### config.mk
export PLATFORM = sky130hd
export DESIGN_NAME = aai_seq
export DESIGN_NICKNAME = d
export VERILOG_FILES = /design/src/rtl/aai_seq_pkg.sv /design/src/rtl/aai_frame_rx.sv /design/src/rtl/aai_prog_timer.sv /design/src/rtl/aai_byte_mem.sv /design/src/rtl/aai_seq.sv
export SDC_FILE = /design/constraint.sdc
export NUM_CORES = 1
export LEC_CHECK = 0
export CAP_MARGIN = 10
export CELL_PAD_IN_SITES_DETAIL_PLACEMENT = 1
export CELL_PAD_IN_SITES_GLOBAL_PLACEMENT = 2
export CORE_ASPECT_RATIO = 1.2
export CORE_MARGIN = 2
export CORE_UTILIZATION = 47
export DETAILED_ROUTE_END_ITERATION = 8
export PLACE_DENSITY = 0.77
export RECOVER_POWER = 100
export SYNTH_ARGS = -nofsm -noshare
export SYNTH_HDL_FRONTEND = slang
export SYNTH_HIERARCHICAL = 1
export SYNTH_SLANG_ARGS = --single-unit
### constraint.sdc
create_clock -name clk -period 4.05 [get_ports clk]
set_input_delay 1.215 -clock clk [delete_from_list [all_inputs] [get_ports clk]]
set_output_delay 1.215 -clock clk [all_outputs]
set_load 0.05 [all_outputs]
### src/rtl/aai_seq_pkg.sv
package aai_seq_pkg;
  localparam logic [7:0] OP_WREN    = 8'h06;
  localparam logic [7:0] OP_WRDI    = 8'h04;
  localparam logic [7:0] OP_WORD    = 8'hAD;
  localparam logic [7:0] OP_SO_ON   = 8'h70;
  localparam logic [7:0] OP_SO_OFF  = 8'h80;
  localparam int         OPEN_LEN   = 6;
  localparam int         NEXT_LEN   = 3;

  // True when the pair containing address a ends at the top of a 2**aw space
  function automatic logic pair_is_last(input logic [23:0] a, input int aw);
    logic [23:0] top;
    top = (24'd1 << aw) - 24'd1;
    return ((a & top) | 24'd1) == top;
  endfunction

  // Even address that follows the pair at a
  function automatic logic [23:0] pair_next(input logic [23:0] a);
    return {a[23:1], 1'b0} + 24'd2;
  endfunction
endpackage

### src/rtl/aai_frame_rx.sv
module aai_frame_rx #(
  parameter int MAX_BYTES = 6,
  localparam int CW = $clog2(MAX_BYTES + 2)
) (
  input  logic                   clk,
  input  logic                   rst_n,
  input  logic                   cs_n,
  input  logic                   byte_vld,
  input  logic [7:0]             byte_in,
  output logic                   frame_done,
  output logic [CW-1:0]          frame_len,
  output logic [MAX_BYTES*8-1:0] frame_buf
);
  localparam logic [CW-1:0] SAT = CW'(MAX_BYTES + 1);
  logic cs_q;

  assign frame_done = cs_n & ~cs_q;

  always_ff @(posedge clk or negedge rst_n) begin
    if (!rst_n) begin
      cs_q      <= 1'b1;
      frame_len <= '0;
      frame_buf <= '0;
    end else begin
      cs_q <= cs_n;
      if (frame_done) begin
        frame_len <= '0;
      end else if (!cs_n && byte_vld) begin
        if (frame_len < CW'(MAX_BYTES))
          frame_buf[frame_len*8 +: 8] <= byte_in;
        if (frame_len != SAT)
          frame_len <= frame_len + 1'b1;
      end
    end
  end
endmodule

### src/rtl/aai_prog_timer.sv
module aai_prog_timer #(
  parameter int CYCLES = 12,
  localparam int TW = $clog2(CYCLES + 1)
) (
  input  logic clk,
  input  logic rst_n,
  input  logic start,
  output logic busy,
  output logic fin
);
  logic [TW-1:0] cnt;

  assign busy = (cnt != '0);
  assign fin  = (cnt == TW'(1));

  always_ff @(posedge clk or negedge rst_n) begin
    if (!rst_n)          cnt <= '0;
    else if (start)      cnt <= TW'(CYCLES);
    else if (cnt != '0)  cnt <= cnt - 1'b1;
  end

  a_r5_no_restart: assert property (@(posedge clk) disable iff (!rst_n)
    start |-> (cnt == '0));
  a_r3_fin_clears_busy: assert property (@(posedge clk) disable iff (!rst_n)
    fin |=> !busy);
endmodule

### src/rtl/aai_byte_mem.sv
module aai_byte_mem #(
  parameter int AW = 6,
  localparam int DEPTH = 1 << AW
) (
  input  logic          clk,
  input  logic          rst_n,
  input  logic          wr,
  input  logic [AW-1:0] waddr,
  input  logic [7:0]    wd_even,
  input  logic [7:0]    wd_odd,
  input  logic [AW-1:0] raddr,
  output logic [7:0]    rdata
);
  logic [7:0] mem [DEPTH];

  always_ff @(posedge clk or negedge rst_n) begin
    if (!rst_n) begin
      for (int i = 0; i < DEPTH; i++) mem[i] <= 8'hFF;
    end else if (wr) begin
      mem[{waddr[AW-1:1], 1'b0}] <= wd_even;
      mem[{waddr[AW-1:1], 1'b1}] <= wd_odd;
    end
  end

  assign rdata = mem[raddr];
endmodule

### src/rtl/aai_seq.sv
module aai_seq
  import aai_seq_pkg::*;
#(
  parameter int MEM_AW      = 6,
  parameter int PROG_CYCLES = 12
) (
  input  logic              clk,
  input  logic              rst_n,
  input  logic              cs_n,
  input  logic              byte_vld,
  input  logic [7:0]        byte_in,
  input  logic [MEM_AW-1:0] rd_addr,
  output logic [7:0]        rd_data,
  output logic              aai_flag,
  output logic              wel,
  output logic              busy,
  output logic              so_oe,
  output logic              so_out
);
  localparam int CW = $clog2(OPEN_LEN + 2);

  logic                  frame_done;
  logic [CW-1:0]         frame_len;
  logic [OPEN_LEN*8-1:0] fbuf;
  logic                  prog_fin;

  aai_frame_rx #(.MAX_BYTES(OPEN_LEN)) u_rx (
    .clk(clk), .rst_n(rst_n), .cs_n(cs_n), .byte_vld(byte_vld),
    .byte_in(byte_in), .frame_done(frame_done), .frame_len(frame_len),
    .frame_buf(fbuf)
  );

  // Byte fields of the closed frame
  logic [7:0]  op;
  logic [23:0] open_addr;
  assign op        = fbuf[7:0];
  assign open_addr = {fbuf[15:8], fbuf[23:16], fbuf[31:24]};

  logic wel_q, aai_q, so_en_q;
  logic [MEM_AW-1:0] ptr_q;

  // Named command events
  logic single, ev_wren, ev_wrdi, ev_so_on, ev_so_off;
  logic open_ok, next_ok, prog_start, auto_end;
  assign single    = frame_done && (frame_len == CW'(1));
  assign ev_wren   = single && (op == OP_WREN)   && !aai_q;
  assign ev_wrdi   = single && (op == OP_WRDI);
  assign ev_so_on  = single && (op == OP_SO_ON)  && !aai_q;
  assign ev_so_off = single && (op == OP_SO_OFF) && !aai_q;
  assign open_ok   = frame_done && !aai_q && (op == OP_WORD) &&
                     (frame_len == CW'(OPEN_LEN)) && wel_q &&
                     !open_addr[0] && !busy;
  assign next_ok   = frame_done && aai_q && (op == OP_WORD) &&
                     (frame_len == CW'(NEXT_LEN)) && !busy;
  assign prog_start = open_ok || next_ok;

  logic [MEM_AW-1:0] start_addr;
  logic [7:0]        start_d0, start_d1;
  assign start_addr = open_ok ? open_addr[MEM_AW-1:0] : ptr_q;
  assign start_d0   = open_ok ? fbuf[39:32] : fbuf[15:8];
  assign start_d1   = open_ok ? fbuf[47:40] : fbuf[23:16];

  logic [MEM_AW-1:0] pend_addr;
  logic [7:0]        pend_d0, pend_d1;
  logic              pend_last;

  aai_prog_timer #(.CYCLES(PROG_CYCLES)) u_tmr (
    .clk(clk), .rst_n(rst_n), .start(prog_start), .busy(busy), .fin(prog_fin)
  );

  assign auto_end = prog_fin && pend_last && aai_q;

  always_ff @(posedge clk or negedge rst_n) begin
    if (!rst_n) begin
      wel_q     <= 1'b0;
      aai_q     <= 1'b0;
      so_en_q   <= 1'b0;
      ptr_q     <= '0;
      pend_addr <= '0;
      pend_d0   <= 8'hFF;
      pend_d1   <= 8'hFF;
      pend_last <= 1'b0;
    end else begin
      if (ev_wrdi || auto_end) wel_q <= 1'b0;
      else if (ev_wren)        wel_q <= 1'b1;

      if (ev_wrdi || auto_end) aai_q <= 1'b0;
      else if (open_ok)        aai_q <= 1'b1;

      if (ev_so_on)       so_en_q <= 1'b1;
      else if (ev_so_off) so_en_q <= 1'b0;

      if (prog_start) begin
        ptr_q     <= MEM_AW'(pair_next(24'(start_addr)));
        pend_addr <= start_addr;
        pend_d0   <= start_d0;
        pend_d1   <= start_d1;
        pend_last <= pair_is_last(24'(start_addr), MEM_AW);
      end
    end
  end

  aai_byte_mem #(.AW(MEM_AW)) u_mem (
    .clk(clk), .rst_n(rst_n), .wr(prog_fin), .waddr(pend_addr),
    .wd_even(pend_d0), .wd_odd(pend_d1), .raddr(rd_addr), .rdata(rd_data)
  );

  assign aai_flag = aai_q;
  assign wel      = wel_q;
  assign so_oe    = so_en_q && aai_q && !cs_n;
  assign so_out   = !busy;

  a_r8_session_needs_wel: assert property (@(posedge clk) disable iff (!rst_n)
    aai_q |-> wel_q);
  a_r2_open_after_wel: assert property (@(posedge clk) disable iff (!rst_n)
    $rose(aai_q) |-> $past(wel_q));
  a_r4_ptr_even: assert property (@(posedge clk) disable iff (!rst_n)
    aai_q |-> !ptr_q[0]);
  a_r7_wrdi_clears: assert property (@(posedge clk) disable iff (!rst_n)
    ev_wrdi |=> (!aai_q && !wel_q));
  a_r11_auto_close: assert property (@(posedge clk) disable iff (!rst_n)
    auto_end |=> (!aai_q && !busy));
endmodule

==> results of run 1 <==
cell type report:
type / count / area, µm²
Fill cell: 5585 / 26890
Sequential cell: 596 / 15580
Multi-Input combinational cell: 1062 / 12110
Clock buffer: 97 / 1972
Timing Repair Buffer: 169 / 1738
Tap cell: 800 / 1001
Clock inverter: 21 / 190.2
Inverter: 31 / 116.4
worst max-delay path by stage:
stage | from | end | slack, ps | cells after the start
final | rd_addr[0] | rd_data[1] | -240 | 7
after global routing | rd_addr[3] | rd_data[4] | -300 | 10
after CTS | rd_addr[0] | rd_data[1] | -240 | 7
after detailed placement | rd_addr[4] | rd_data[1] | -410 | 6
after global placement | rd_addr[4] | rd_data[1] | -430 | 6
after floorplan | rd_addr[1] | rd_data[1] | -20 | 8
metal layers:
layer	vias up	GRT usage	routed length, µm
met5	-	0	0
met4	0	0.09942	2661
met3	129	0.03224	1970
met2	239	0.4297	38660
met1	8908	0.3127	31750
li1	6999	-	-
what timing repair did:
action,4_1_cts,5_1_grt
gates cloned,4,0
resized for setup,56,17
setup buffers,10,4
pin swaps,9,9
endpoints found under the setup margin,8,8
power by group through the flow:
stage	combinational [mW]	sequential (mW)	clock, mW
6_report	1.21	6.35	6.00
5_1_grt	1.31	6.38	6.42
4_1_cts	1.26	6.35	6.18
3_5_place_dp	1.20	6.43	0
3_3_place_gp	1.17	6.42	0
2_1_floorplan	0.685	6.39	0
flip-flops by register name, summed over array words and instances (netlist names):
signal,flops
so_en_q,1
pend_d1,8
wel,1
ptr_q,5
aai_flag,1
u_rx/frame_buf,46
u_rx/cs_q,1
u_tmr/cnt,4
pend_d0,8
pend_last,1
u_rx/frame_len,3
pend_addr,5
u_mem/mem,512
cells in the final DEF (no fill, tap or decap), types with 6 or more instances in the layout:
cell and count:
a21oi_1 49, o221ai_1 6, mux2_2 537, clkbuf_8 14
dfrtp_1 67, clkinv_2 15, dfstp_2 529, nor2b_1 11
buf_6 8, nand3_1 10, and3_1 9, clkbuf_1 32
inv_1 30, clkbuf_16 69, buf_12 27, nand3b_1 8
nor2_1 21, buf_4 84, o22ai_2 11, mux2i_1 41
mux4_2 135, clkdlybuf4s50_1 12, nand2_1 49, o21ai_2 6
ha_1 12, o22ai_1 16, and2_1 6, nor2_2 9
mux2_1 12
==> results by group, run 1 <==
Power
  – Sw Pwr: 3.301 mW
  – Combinational fraction of design power: 0.089
  – Worst vdd ir: 0.3125 mV
  – Leakage: 13.35 nW
  – Power Total: 13.55 mW
  – Clock share of power: 0.443
  – Internal power: 10.25 mW
  – Reg power frac: 0.468
  – P per Cell Area: just over 400 mW/mm²
  – Switching share of power: 0.2436

Synth
  – Post-Syn Instances: 1,833
  – YS warnings: 6
  – Synthesized area: approximately 0.028 mm²
  – Syn avg cell area: roughly 15 µm²
  – Mapped Nets: approximately 1,900

Place
  – Post-DP Area: 0.03028 mm²
  – Hpwl dp: 47,350 µm
  – PortBufs: 30
  – RD Place Congestion: between 0.8 and 0.9
  – Dpl cells: approximately 2,600
  – Pre-CTS WS: -414.1 ps

STA
  – Crit path time final: 4290 ps
  – Final WS setup: -240.2 ps
  – Measured slew at the worst slew-check pin: 2371 ps
  – Max-slew headroom: -0.5809
  – Final worst-path cycle share: 1.059
  – Final Hold Vio Count: 0
  – Final setup fails: 8
  – Final hold slack: slightly above 500 ps
  – Unrepaired setup endpoints after global routing: true
  – Max Clock Freq: 0.2331 GHz
  – Clock Skew: approximately 17 ps
  – Fin. max-slew vios: 686
  – Fin Setup TNS: -1512 ps

Run
  – Max-Cap Viols: 12

Finish
  – Ratio of cells with drive above 1 in the final layout: 0.7677
  – Post-layout util: 0.5488
  – Diodes inserted: 0
  – Layout net count: 1,956
  – Synth-to-Final Area Change: 15.50%
  – Cell area after layout: roughly 0.033 mm²
  – Fin cells: 2,776

Critical path
  – Required @ worst endpoint: 2830 ps
  – Critical setup path kind: in2out
  – R2R cell count: 7
  – Worst path slowest cell: mux4_2
  – Worst r2r dst: u_mem/mem[311]
  – Crit-path max FO: 12
  – Reg2Reg Launch Point: u_tmr/cnt[1]
  – Worst setup EP type: primary output
  – R2r setup slk: around 520 ps
  – Worst Path Buf+Inv: 3
  – Worst-path cell chain: buf_16 -> buf_12 -> mux4_2 -> mux4_2 -> o21ai_2 -> o31ai_4 -> buf_12
  – Crit path max-delay family: multiplexers
  – Crit path DAT: ~3100 ps
  – Critical Path Max Stage Delay: 540 ps
  – CP startpoint kind: input pin

Floorplan
  – Row count: 98
  – Die area: 0.06224 mm²
  – DIE WIDTH: 228.1 µm
  – Core ar.: 0.05959 mm²
  – Die Span Y: 272.9 µm
  – Initial cell density of the core: 0.4752
  – # IOs: 31

Clocking
  – Hold buffer count at cts: 0
  – Clk root buf: clkbuf_16
  – CTS Buffer Depth: 3
  – Clk_lat worst skew: 600 ps
  – CTS tree: built
  – Total CTS buffers: 66
  – H-tree lvl count: 3
  – CTS Sinks: 596
  – Reg clk slew, reported paths: roughly 60 ps

GRT
  – First-pass GRT wire length: 116,000 µm
  – Vias in the first global route: around 18,000
  – Overflow left after global routing: 0
  – Overall global routing resource usage: 0.2465
  – Largest net degree at the start of global routing: 124
  – Initial antenna violation count: 1

Worst hold path
  – Hold EP: u_rx/frame_buf[24]
  – Hold Path Stages: 1
  – Hold path startpoint: u_rx/frame_buf[24]
  – Worst min path class: reg2reg

Routing
  – 1st-pass router iterations: 4
  – Initial drt markers: 853
  – Via Count: 16,275
  – WL/cell: between 20 and 30 µm
  – Post-route DRC: 0
  – Antenna-violating nets left: 0
  – WL final: 75,040 µm
  – Vias/cell: between 5 and 6

Status
  – Failing checks: max-capacitance violations, max-slew violations, negative setup slack
  – Status: finished with violations
Note: power is estimated with default switching activity, not from simulation.
==> run 2: changes to the inputs <==
- TNS_END_PERCENT: unset -> 100
==> results of run 2 <==
No change in the layout: final DEF, timing and power equal those of run 1.
==> run 3: changes to the inputs <==
- CAP_MARGIN: 10 -> 15
- CTS_CLUSTER_SIZE: unset -> 30
==> run 3 against run 2 <==
Against the previous run:
- the flow still finishes with violations (max-capacitance violations, max-slew violations, negative setup slack)
- combinational power hardly changed
- sequential power hardly changed
- non-clock buffer count is 1 higher
- critical path type unchanged
- largest power group unchanged
==> results by group, run 3 (synthesis gave the netlist of run 1 again) <==
Critical path
  – Worst-path cell chain: buf_16 -> buf_12 -> mux4_2 -> mux4_2 -> o21ai_2 -> o31ai_4 -> buf_12
  – Critical Path Max Stage Delay: ~540 ps
  – Critical setup path kind: in2out
  – R2r setup slk: 530 ps
  – Crit-path max FO: 12
  – Worst path slowest cell: mux4_2
  – Required @ worst endpoint: around 2800 ps
  – Worst setup EP type: primary output
  – CP startpoint kind: input pin
  – Crit path DAT: around 3000 ps

Floorplan
  – Core ar.: 0.05959 mm²
  – DIE WIDTH: 228.1 µm
  – Die area: 0.06224 mm²
  – Row count: 98
  – # IOs: 31
  – Initial cell density of the core: 0.4752
  – Die Span Y: 272.9 µm

GRT
  – Initial antenna violation count: 1
  – Met2 Use GR: 0.4297
  – Grt peak-use layer: met2
  – Overflow left after global routing: 0
  – First-pass GRT wire length: 116,000 µm
  – Overall global routing resource usage: 0.2465
  – Met3 Use GR: 0.03224
  – Met1 Resource Use GR: 0.3127
  – Vias in the first global route: 18,374
  – Largest net degree at the start of global routing: 124

Clocking
  – Reg clk slew, reported paths: 60 ps
  – CTS Buffer Depth: 3
  – Clk_lat worst skew: 600 ps
  – Clk root buf: clkbuf_16
  – Hold buffer count at cts: 0
  – Total CTS buffers: 66
  – H-tree lvl count: 3
  – CTS tree: built
  – CTS Sinks: 596

STA
  – Final WS setup: -243.7 ps
  – Final worst-path cycle share: 1.060
  – Max Clock Freq: 0.2329 GHz
  – Measured slew at the worst slew-check pin: 2354 ps
  – Fin. max-slew vios: 686
  – Final setup fails: 8
  – Final Hold Vio Count: 0
  – Clock Skew: about 16 ps
  – Max-slew headroom: -0.5696
  – Unrepaired setup endpoints after global routing: true
  – Crit path time final: between 4000 and 5000 ps

Power
  – Leakage: approximately 13 nW
  – P per Cell Area: 414.1 mW/mm²
  – Worst vdd ir: ~0.31 mV
  – Power Total: 13.55 mW

Routing
  – WL/cell: 27.00 µm
  – 1st-pass router iterations: 4
  – Post-route DRC: 0
  – Antenna-violating nets left: 0
  – WL final: 75,010 µm
  – Via Count: 16,261
  – Vias/cell: 5.853
  – Initial drt markers: 863

Place
  – PortBufs: 30
  – Dpl cells: between 2,000 and 3,000
  – Hpwl dp: 47,350 µm
  – Post-DP Area: 0.03028 mm²
  – RD Place Congestion: slightly above 0.8

Finish
  – Cell area after layout: 0.03271 mm²
  – Synth-to-Final Area Change: 15.52%
  – Regs by FF count: u_mem/mem (512), u_rx/frame_buf (46)
  – Most common cell after layout, fill and taps aside: mux2_2
  – Biggest register: u_mem/mem
  – Layout net count: 1,957
  – Largest register FFs: 512
  – Fin cells: 2,778
  – Most frequent cells in the layout: 537 x mux2_2, 529 x dfstp_2, 135 x mux4_2
  – Ratio of cells with drive above 1 in the final layout: 0.7678

Status
  – Failing checks: max-capacitance violations, max-slew violations, negative setup slack
  – Status: finished with violations

Worst hold path
  – Worst min path class: reg2reg

Run
  – Max-Cap Viols: 13
run 3: cell types whose count changed in the layout (fill, tap and decap cells not counted):
cell,change
buf_2,+1
diode_2,+1
run 3: what timing repair did:
action | CTS | global route
gates resized for setup | 56 | 17
hold endpoints to repair | 0 | 0
buffers inserted | 10 | 4
setup endpoints to repair | 8 | 8
pin swaps | 9 | 9
gates cloned | 4 | 0
run 3: report_power, final:
| group | internal (mW) | switching (mW) | total (mW) |
|---|---|---|---|
| sequential | 6.16 | 0.182 | 6.35 |
| combinational | 0.518 | 0.689 | 1.21 |
| clock | 3.57 | 2.43 | 5.99 |
run 3: final timing paths:
path	start	to	depth (start not counted)
max	rd_addr[0]	rd_data[1]	7
min	u_rx/frame_buf[14]	u_rx/frame_buf[14]	1
max reg2reg	u_tmr/cnt[1]	u_mem/mem[311]	7
min reg2reg	u_rx/frame_buf[14]	u_rx/frame_buf[14]	1
max in group asynchronous	rst_n	u_rx/frame_buf[28]	2
min in group asynchronous	rst_n	u_mem/mem[153]	1
run 3: critical path, delay by kind of cell:
kind	cells	cell delay, ps
AO/OA/AOI/OAI	2	340
buffers and inverters	3	460
multiplexers	2	1060
run 3: per-stage QoR:
stage / setup WS, ps / TNS, ps / util / hold slack, ps
finish: -243.7 / -1500 / 0.5489 / 513.7
global route: -296.7 / -1855 / 0.5489 / 530.9
CTS: -243.3 / -1632 / 0.5514 / 510.7
detailed placement: -414.1 / -3042 / 0.5081 / 495.2
global placement: -428.2 / -2964 / 0.5081 / 488.2
floorplan: -16.91 / -16.91 / - / 479.7
run 3: cell type report:
| cell class | instances | area, µm² |
|---|---|---|
| Fill cell | 5586 | 26880 |
| Antenna cell | 1 | 2.502 |
| Inverter | 31 | 116.4 |
| Timing Repair Buffer | 170 | 1743 |
| Tap cell | 800 | 1001 |
| Multi-Input combinational cell | 1062 | 12110 |
| Sequential cell | 596 | 15580 |
| Clock buffer | 97 | 1972 |
| Clock inverter | 21 | 190.2 |
run 3: routing by layer:
| layer | vias up | part of all wire |
|---|---|---|
| met4 | 0 | 0.035 |
| met2 | 223 | 0.52 |
| li1 | 7003 | - |
| met5 | - | 0 |
| met1 | 8912 | 0.42 |
| met3 | 123 | 0.027 |
